<file path="config.mk">
export PLATFORM = sky130hd
export DESIGN_NAME = tbw_timer
export DESIGN_NICKNAME = d
export VERILOG_FILES = /design/src/rtl/tbw_pkg.sv /design/src/rtl/tbw_timebase.sv /design/src/rtl/tbw_capture.sv /design/src/rtl/tbw_watchdog.sv /design/src/rtl/tbw_timer.sv
export SDC_FILE = /design/constraint.sdc
export NUM_CORES = 1
export LEC_CHECK = 0
export ABC_AREA = 1
export BUFFER_PORTS_ARGS = -buffer_cell sky130_fd_sc_hd__buf_2
export CAP_MARGIN = 20
export CORE_MARGIN = 2
export CORE_UTILIZATION = 50
export CTS_BUF_LIST = sky130_fd_sc_hd__clkbuf_16
export DETAILED_ROUTE_END_ITERATION = 10
export PLACE_DENSITY_LB_ADDON = 0.15
export SLEW_MARGIN = 20
export SYNTH_ARGS = -nofsm -noshare
export SYNTH_HDL_FRONTEND = slang
export SYNTH_SLANG_ARGS = --single-unit
</file>
<file path="constraint.sdc">
create_clock -name clk -period 1.3 [get_ports clk]
set_input_delay 0 -clock clk [delete_from_list [all_inputs] [get_ports clk]]
set_output_delay 0 -clock clk [all_outputs]
set_load 0.05 [all_outputs]
</file>
<file path="src/rtl/tbw_pkg.sv">
package tbw_pkg;
   localparam int REG_W       = 8;
   localparam int CTL_TB_SEL  = 0;
   localparam int CTL_TB_IE   = 1;
   localparam int CTL_TB_FLG  = 2;
   localparam int CTL_CAP_IE  = 3;
   localparam int CTL_CAP_FLG = 4;
   localparam int CTL_WD_EN   = 5;
   localparam int CTL_WD_REF  = 6;

   typedef enum logic [1:0] {
      EDGE_RISE = 2'd0,
      EDGE_FALL = 2'd1,
      EDGE_BOTH = 2'd2
   } edge_sel_e;
endpackage

</file>
<file path="src/rtl/tbw_timebase.sv">
module tbw_timebase #(
   parameter int CNT_W = 8,
   parameter int DIV   = 32
) (
   input  logic             clk,
   input  logic             rst_n,
   input  logic             tb_sel_i,
   output logic [CNT_W-1:0] cnt_o,
   output logic             wrap_o,
   output logic             tb_evt_o
);
   localparam int PRE_W = (DIV > 1) ? $clog2(DIV) : 1;
   localparam logic [CNT_W-1:0] CNT_LAST = '1;

   initial begin
      assert (DIV >= 2) else $error("DIV must be at least 2");
      assert (CNT_W >= 2) else $error("CNT_W must be at least 2");
   end

   logic [PRE_W-1:0] pre_q;
   logic [CNT_W-1:0] cnt_q;
   logic             tick;
   logic             half_q;

   generate
      if ((DIV & (DIV - 1)) == 0) begin : g_pow2
         assign tick = &pre_q;
         always_ff @(posedge clk or negedge rst_n) begin
            if (!rst_n) pre_q <= '0;
            else        pre_q <= pre_q + PRE_W'(1);
         end
      end else begin : g_mod
         localparam logic [PRE_W-1:0] PRE_LAST = PRE_W'(DIV - 1);
         assign tick = (pre_q == PRE_LAST);
         always_ff @(posedge clk or negedge rst_n) begin
            if (!rst_n)    pre_q <= '0;
            else if (tick) pre_q <= '0;
            else           pre_q <= pre_q + PRE_W'(1);
         end
      end
   endgenerate

   always_ff @(posedge clk or negedge rst_n) begin
      if (!rst_n) begin
         cnt_q  <= '0;
         half_q <= 1'b0;
      end else if (tick) begin
         cnt_q <= cnt_q + CNT_W'(1);
         if (cnt_q == CNT_LAST) half_q <= ~half_q;
      end
   end

   assign cnt_o    = cnt_q;
   assign wrap_o   = tick && (cnt_q == CNT_LAST);
   assign tb_evt_o = wrap_o && (!tb_sel_i || half_q);

   // counter only moves on a prescaler tick, by exactly one
   a_r2_cnt_hold: assert property (@(posedge clk) disable iff (!rst_n)
      !tick |=> $stable(cnt_q));
   a_r2_cnt_step: assert property (@(posedge clk) disable iff (!rst_n)
      tick |=> cnt_q == $past(cnt_q) + CNT_W'(1));
   // the half-rate phase flips on each wrap
   a_r4_half_flip: assert property (@(posedge clk) disable iff (!rst_n)
      wrap_o |=> half_q != $past(half_q));
endmodule

</file>
<file path="src/rtl/tbw_capture.sv">
module tbw_capture
   import tbw_pkg::*;
#(
   parameter int        CNT_W     = 8,
   parameter edge_sel_e EDGE_MODE = EDGE_BOTH
) (
   input  logic             clk,
   input  logic             rst_n,
   input  logic             pin_i,
   input  logic [CNT_W-1:0] cnt_i,
   output logic [CNT_W-1:0] cap_o,
   output logic             cap_evt_o
);
   logic s1_q, s2_q, prev_q;
   logic [CNT_W-1:0] cap_q;
   logic hit;

   always_ff @(posedge clk or negedge rst_n) begin
      if (!rst_n) begin
         s1_q   <= 1'b0;
         s2_q   <= 1'b0;
         prev_q <= 1'b0;
      end else begin
         s1_q   <= pin_i;
         s2_q   <= s1_q;
         prev_q <= s2_q;
      end
   end

   generate
      if (EDGE_MODE == EDGE_RISE) begin : g_rise
         assign hit = s2_q && !prev_q;
      end else if (EDGE_MODE == EDGE_FALL) begin : g_fall
         assign hit = !s2_q && prev_q;
      end else begin : g_both
         assign hit = s2_q ^ prev_q;
      end
   endgenerate

   always_ff @(posedge clk or negedge rst_n) begin
      if (!rst_n)   cap_q <= '0;
      else if (hit) cap_q <= cnt_i;
   end

   assign cap_o     = cap_q;
   assign cap_evt_o = hit;

   // a capture stores the counter seen at that edge; otherwise the byte holds
   a_r6_latch: assert property (@(posedge clk) disable iff (!rst_n)
      hit |=> cap_q == $past(cnt_i));
   a_r6_keep: assert property (@(posedge clk) disable iff (!rst_n)
      !hit |=> $stable(cap_q));
endmodule

</file>
<file path="src/rtl/tbw_watchdog.sv">
module tbw_watchdog #(
   parameter int WD_OVF    = 2,
   parameter int RST_PULSE = 4
) (
   input  logic clk,
   input  logic rst_n,
   input  logic wrap_i,
   input  logic en_set_i,
   input  logic ref_set_i,
   output logic en_o,
   output logic ref_o,
   output logic wd_rst_o
);
   localparam int PW = $clog2(RST_PULSE + 1);

   initial begin
      assert (WD_OVF >= 1) else $error("WD_OVF must be at least 1");
      assert (RST_PULSE >= 1) else $error("RST_PULSE must be at least 1");
   end

   logic period_end;
   logic en_q, ref_q, fire;
   logic [PW-1:0] pls_q;

   generate
      if (WD_OVF == 1) begin : g_every
         assign period_end = wrap_i;
      end else begin : g_count
         localparam int WW = $clog2(WD_OVF);
         localparam logic [WW-1:0] W_LAST = WW'(WD_OVF - 1);
         logic [WW-1:0] wcnt_q;
         always_ff @(posedge clk or negedge rst_n) begin
            if (!rst_n) wcnt_q <= '0;
            else if (wrap_i) wcnt_q <= (wcnt_q == W_LAST) ? '0 : wcnt_q + WW'(1);
         end
         assign period_end = wrap_i && (wcnt_q == W_LAST);
      end
   endgenerate

   assign fire = period_end && en_q && !ref_q;

   always_ff @(posedge clk or negedge rst_n) begin
      if (!rst_n) begin
         en_q  <= 1'b0;
         ref_q <= 1'b0;
         pls_q <= '0;
      end else begin
         if (en_set_i) en_q <= 1'b1;
         if (ref_set_i)       ref_q <= 1'b1;
         else if (period_end) ref_q <= 1'b0;
         if (fire)                pls_q <= PW'(RST_PULSE);
         else if (pls_q != '0)    pls_q <= pls_q - PW'(1);
      end
   end

   assign en_o     = en_q;
   assign ref_o    = ref_q;
   assign wd_rst_o = (pls_q != '0);

   // arming is sticky until reset
   a_r9_en_sticky: assert property (@(posedge clk) disable iff (!rst_n)
      en_q |=> en_q);
   // refresh bit is consumed at the period end
   a_r10_ref_clear: assert property (@(posedge clk) disable iff (!rst_n)
      (period_end && !ref_set_i) |=> !ref_q);
   // expiry with no refresh raises the reset output
   a_r11_fire: assert property (@(posedge clk) disable iff (!rst_n)
      (period_end && en_q && !ref_q) |=> wd_rst_o);
   // never a reset while disarmed
   a_r12_quiet: assert property (@(posedge clk) disable iff (!rst_n)
      !en_q |-> !wd_rst_o);
endmodule

</file>
<file path="src/rtl/tbw_timer.sv">
module tbw_timer
   import tbw_pkg::*;
#(
   parameter int        CNT_W     = 8,
   parameter int        DIV       = 32,
   parameter int        WD_OVF    = 2,
   parameter int        RST_PULSE = 4,
   parameter edge_sel_e EDGE_MODE = EDGE_BOTH
) (
   input  logic             clk,
   input  logic             rst_n,
   input  logic             reg_rd_i,
   input  logic             reg_wr_i,
   input  logic             reg_addr_i,
   input  logic [REG_W-1:0] reg_wdata_i,
   output logic [REG_W-1:0] reg_rdata_o,
   input  logic             cap_pin_i,
   output logic             irq_o,
   output logic             wd_rst_o
);
   initial begin
      assert (CNT_W <= REG_W) else $error("CNT_W exceeds register width");
   end

   logic [CNT_W-1:0] cnt, cap_val;
   logic wrap, tb_evt, cap_evt;
   logic tb_sel_q, tb_ie_q, cap_ie_q, tb_flg_q, cap_flg_q;
   logic wd_en, wd_ref;
   logic wr_ctl, rd_ctl, rd_cap;
   logic unused_wbits;

   assign wr_ctl = reg_wr_i && (reg_addr_i == 1'b0);
   assign rd_ctl = reg_rd_i && (reg_addr_i == 1'b0);
   assign rd_cap = reg_rd_i && (reg_addr_i == 1'b1);
   assign unused_wbits = ^{reg_wdata_i[7], reg_wdata_i[CTL_CAP_FLG], reg_wdata_i[CTL_TB_FLG]};

   tbw_timebase #(.CNT_W(CNT_W), .DIV(DIV)) u_tb (
      .clk(clk), .rst_n(rst_n), .tb_sel_i(tb_sel_q),
      .cnt_o(cnt), .wrap_o(wrap), .tb_evt_o(tb_evt));

   tbw_capture #(.CNT_W(CNT_W), .EDGE_MODE(EDGE_MODE)) u_cap (
      .clk(clk), .rst_n(rst_n), .pin_i(cap_pin_i), .cnt_i(cnt),
      .cap_o(cap_val), .cap_evt_o(cap_evt));

   tbw_watchdog #(.WD_OVF(WD_OVF), .RST_PULSE(RST_PULSE)) u_wd (
      .clk(clk), .rst_n(rst_n), .wrap_i(wrap),
      .en_set_i(wr_ctl && reg_wdata_i[CTL_WD_EN]),
      .ref_set_i(wr_ctl && reg_wdata_i[CTL_WD_REF]),
      .en_o(wd_en), .ref_o(wd_ref), .wd_rst_o(wd_rst_o));

   always_ff @(posedge clk or negedge rst_n) begin
      if (!rst_n) begin
         tb_sel_q  <= 1'b0;
         tb_ie_q   <= 1'b0;
         cap_ie_q  <= 1'b0;
         tb_flg_q  <= 1'b0;
         cap_flg_q <= 1'b0;
      end else begin
         if (wr_ctl) begin
            tb_sel_q <= reg_wdata_i[CTL_TB_SEL];
            tb_ie_q  <= reg_wdata_i[CTL_TB_IE];
            cap_ie_q <= reg_wdata_i[CTL_CAP_IE];
         end
         if (tb_evt)      tb_flg_q <= 1'b1;
         else if (rd_ctl) tb_flg_q <= 1'b0;
         if (cap_evt)               cap_flg_q <= 1'b1;
         else if (rd_ctl || rd_cap) cap_flg_q <= 1'b0;
      end
   end

   always_comb begin
      reg_rdata_o = '0;
      if (reg_addr_i == 1'b0) begin
         reg_rdata_o[CTL_TB_SEL]  = tb_sel_q;
         reg_rdata_o[CTL_TB_IE]   = tb_ie_q;
         reg_rdata_o[CTL_TB_FLG]  = tb_flg_q;
         reg_rdata_o[CTL_CAP_IE]  = cap_ie_q;
         reg_rdata_o[CTL_CAP_FLG] = cap_flg_q;
         reg_rdata_o[CTL_WD_EN]   = wd_en;
         reg_rdata_o[CTL_WD_REF]  = wd_ref;
      end else begin
         reg_rdata_o = REG_W'(cap_val);
      end
   end

   assign irq_o = (tb_flg_q && tb_ie_q) || (cap_flg_q && cap_ie_q);

   // a timebase event always leaves the flag set (also over a read, R5)
   a_r3_tb_set: assert property (@(posedge clk) disable iff (!rst_n)
      tb_evt |=> tb_flg_q);
   // a control read with no event clears the timebase flag
   a_r5_rd_clear: assert property (@(posedge clk) disable iff (!rst_n)
      (rd_ctl && !tb_evt) |=> !tb_flg_q);
   // capture raises its flag
   a_r6_cap_flag: assert property (@(posedge clk) disable iff (!rst_n)
      cap_evt |=> cap_flg_q);
   // capture-byte read clears the capture flag and keeps the byte
   a_r7_cap_clear: assert property (@(posedge clk) disable iff (!rst_n)
      (rd_cap && !cap_evt) |=> (!cap_flg_q && $stable(cap_val)));
endmodule

</file>
==> impl_metrics.csv <==
group,metric,value,unit
status,status,"complete, but fails checks",
status,violations,"negative setup slack",
setup_path,crit_path_start,"u_tb.pre_q[0]",
timing,grt_setup_unrepaired,"true",
global_route,antenna_found_initial,0,
global_route,grt_pass1_vias,1248,
clocking,root_buffer,"clkbuf_16",
finish,multi_input_area,657,sq um
finish,fin_util,70.9,%
timing,fin_crit,1.53,ns
detailed_routing,drt_iter0_markers,35,
detailed_routing,vias,1257,
setup_path,path_cells,"ha_2 > nand2_2 > nor2_2 > ha_2 > nand3_4 > nor2_4 > nand2_2 > xnor2_1",
timing,fmax,654,MHz
global_route,met2_usage,36.3,%
timing,setup_viol,12,
setup_path,crit_slowest_cell,"dfrtp_1",
detailed_routing,wl_per_cell,12.0,um
setup_path,rr_endpoint,"u_wd.g_count.wcnt_q",
floorplanning,io_pins,24,
finish,regArea,901,sq um
power,p_per_area,1230,mW/mm^2
finish,drive_gt1_share,27.2,%
setup_path,critical_path_depth,8,
setup_path,critPathMaxStageDelay,0.36,ns
detailed_routing,drtPass1Iterations,4,
setup_path,start_kind,"flip-flop",
timing,tightest_slew,0.375,ns
timing,finClkSkew,0.00472,ns
logic_synthesis,synth-xor-area-share,5.92,%
global_route,grt_max_degree,22,
global_route,grt_busiest_layer,"met2",
global_route,met1_usage,20.3,%
timing,hold_slack,0.116,ns
logic_synthesis,yosys_warnings,0,
run,max_cap_violations,0,
placed_design,port_buffers,20,
finish,stdcell_count,268,
placed_design,post_dp_cell_area,0.00185,sq mm
logic_synthesis,yosysUniqueCellTypes,24,
setup_path,endpoint_kind,"flip-flop",
floorplanning,dieArea,0.00373,sq mm
setup_path,cp_top_family,"simple AND/OR/NAND/NOR gates",
finish,mostFrequentLayoutCell,"nand2_1",
detailed_routing,wl,3210,um
setup_path,critPathBufInv,0,
setup_path,r2r_slack,-0.23,ns
finish,fin_area,0.00218,sq mm
placed_design,post-dp-hpwl,2260,um
clocking,cts_tree,"yes",
global_route,grt_pass1_wl,5150,um
global_route,grt-ovfl-total,0,
timing,relSlewSlack,75.0,%
clocking,clock_latency,0.27,ns
floorplanning,start_util,52.9,%
placed_design,placedCellCount,247,
timing,slew_viol_final,0,
finish,fillCellCount,230,
placed_design,gp_congestion,0.718,
setup_path,worstPathRequired,1.45,ns
finish,final_nets,242,
floorplanning,row_count,20,
logic_synthesis,avgSynthCellArea,9.25,sq um
logic_synthesis,synth_compound_area_share,6.92,%
detailed_routing,avgViaCountPerCell,4.69,
power,power,2.69,mW
detailed_routing,antenna_left,0,
hold_path,hold_path.class,"input pin to flip-flop",
clocking,clockBufferDepth,2,
timing,hold_viol,0,
timing,worst_slack,-0.230,ns
logic_synthesis,synth_top_family_by_area,"simple AND/OR/NAND/NOR gates",
finish,layout_common_cells,"nand2_1, dfrtp_1, inv_1, buf_2, buf_4",
logic_synthesis,synthAdderAreaFrac,3.84,%
global_route,use_met3,5.04,%
setup_path,critPathCapture,"u_wd.g_count.wcnt_q",
logic_synthesis,synthMuxAreaShare,0,%
logic_synthesis,synth_nets,195,
floorplanning,die_h,61.1,um
logic_synthesis,synthSimpleGateAreaFrac,20.8,%
logic_synthesis,syn_inst,176,
clocking,ctsHtreeMaxLevel,2,
finish,n_antenna_cell,0,
global_route,grtUsageTotal,19.3,%
logic_synthesis,syn_area,0.00163,sq mm
power,ir_worst_vdd,0.965,mV
logic_synthesis,ys_seq_elements,36,
setup_path,critical_path.max_fanout,4,
power,power.leakage,1.10,nW
setup_path,timing.rr.start,"u_tb.pre_q[0]",
finish,syn_to_final_growth,34.1,%
setup_path,reg2reg_depth,8,
timing,finalSetupTns,-2.14,ns
floorplanning,dieWidth,61.1,um
clocking,clock-sinks,36,
timing,fin_crit_sh,118,%
setup_path,cp.arrival,1.68,ns
floorplanning,core_area,0.00308,sq mm
placed_design,dp_slack,-0.220,ns
clocking,numCtsBuffers,5,
clocking,clk_pin_slew,0.05,ns
logic_synthesis,seq_area_frac_synth,55.3,%
detailed_routing,drcViolationCount,0,
setup_path,crit_type,"flip-flop to flip-flop",
-- tightest hold or removal path, stage by stage --
cell	delay [ns]
buf_2	0.11
nand2_1	0.15
a21oi_1	0.09
-- how the worst min path moves through the flow --
stage / from / to / slack, ns / cells after the start
global route: reg_wr_i / cap_ie_q / 0.14 / 3
floorplan: rst_n / cap_flg_q / -0.30 / 0
global placement: rst_n / u_cap.s1_q / -0.06 / 1
CTS: reg_wr_i / tb_sel_q / 0.11 / 3
detailed placement: rst_n / u_cap.s1_q / -0.06 / 1
finish: reg_wr_i / tb_sel_q / 0.12 / 3
-- final cells by class --
type / instances / area share (%)
Clock buffer: 5 / 5.73
Clock inverter: 3 / 1.78
Inverter: 27 / 4.64
Multi-Input combinational cell: 111 / 30.1
Sequential cell: 36 / 41.3
Tap cell: 44 / 2.52
Timing Repair Buffer: 42 / 14.0
-- routing by layer --
metal	wire, um	up-vias
li1	-	636
met1	1340	593
met2	1740	23
met3	89	5
met4	40	0
met5	0	-
-- cells in the mapped netlist --
cell type / number / share of area, %
a21oi_1: 3 / 0.92
buf_6: 1 / 0.69
clkbuf_1: 1 / 0.23
dfrtp_1: 36 / 55
ha_1: 5 / 3.8
inv_1: 26 / 6.0
inv_2: 1 / 0.23
nand2_1: 49 / 11
nand2_2: 1 / 0.38
nand2_4: 1 / 0.69
nand3_1: 6 / 1.8
nand3_2: 1 / 0.61
nand4_1: 1 / 0.38
nand4_2: 1 / 0.77
nor2_1: 11 / 2.5
nor2_2: 1 / 0.38
nor2_4: 2 / 1.4
o21ai_0: 12 / 3.7
o21ai_1: 1 / 0.31
o21ai_2: 3 / 1.6
o22ai_1: 1 / 0.38
or2_4: 1 / 0.54
xnor2_1: 4 / 2.2
xor2_1: 7 / 3.8
-- sequential cells by signal, summed over array words and instances, names as in the netlist --
register and flops:
u_wd.ref_o 1, cap_ie_q 1, u_wd.en_o 1, u_cap.s1_q 1, cap_flg_q 1, u_cap.s2_q 1
tb_ie_q 1, u_tb.pre_q 5, u_cap.prev_q 1, u_cap.cap_o 8, tb_sel_q 1, u_wd.g_count.wcnt_q 1
tb_flg_q 1, u_tb.cnt_o 8, u_tb.half_q 1, u_wd.pls_q 3
-- power by group --
group          total (mW)  leakage, nW  switching (mW)  internal [mW]
Combinational       0.236        0.559           0.164         0.0724
Sequential           1.15        0.456         0.00751           1.14
Clock                1.30       0.0850           0.409          0.892
-- logic make-up after synthesis --
| group | after synthesis |
|---|---|
| AOI/OAI and AO/OA | 20 |
| xor gates and xnor gates | 11 |
| adders and majority gates | 5 |
| buffers and inverters | 29 |
| DFF | 36 |
| and+or+nand+nor | 75 |
-- what timing repair did --
item / CTS / global route
hold buffers: 10 / 0
pin swaps: 1 / 3
hold endpoints to repair: 43 / 0
endpoints found under the setup margin: 13 / 15
setup buffers: 1 / 3
gates resized for setup: 2 / 11
Power figures use the tool's default switching activity.
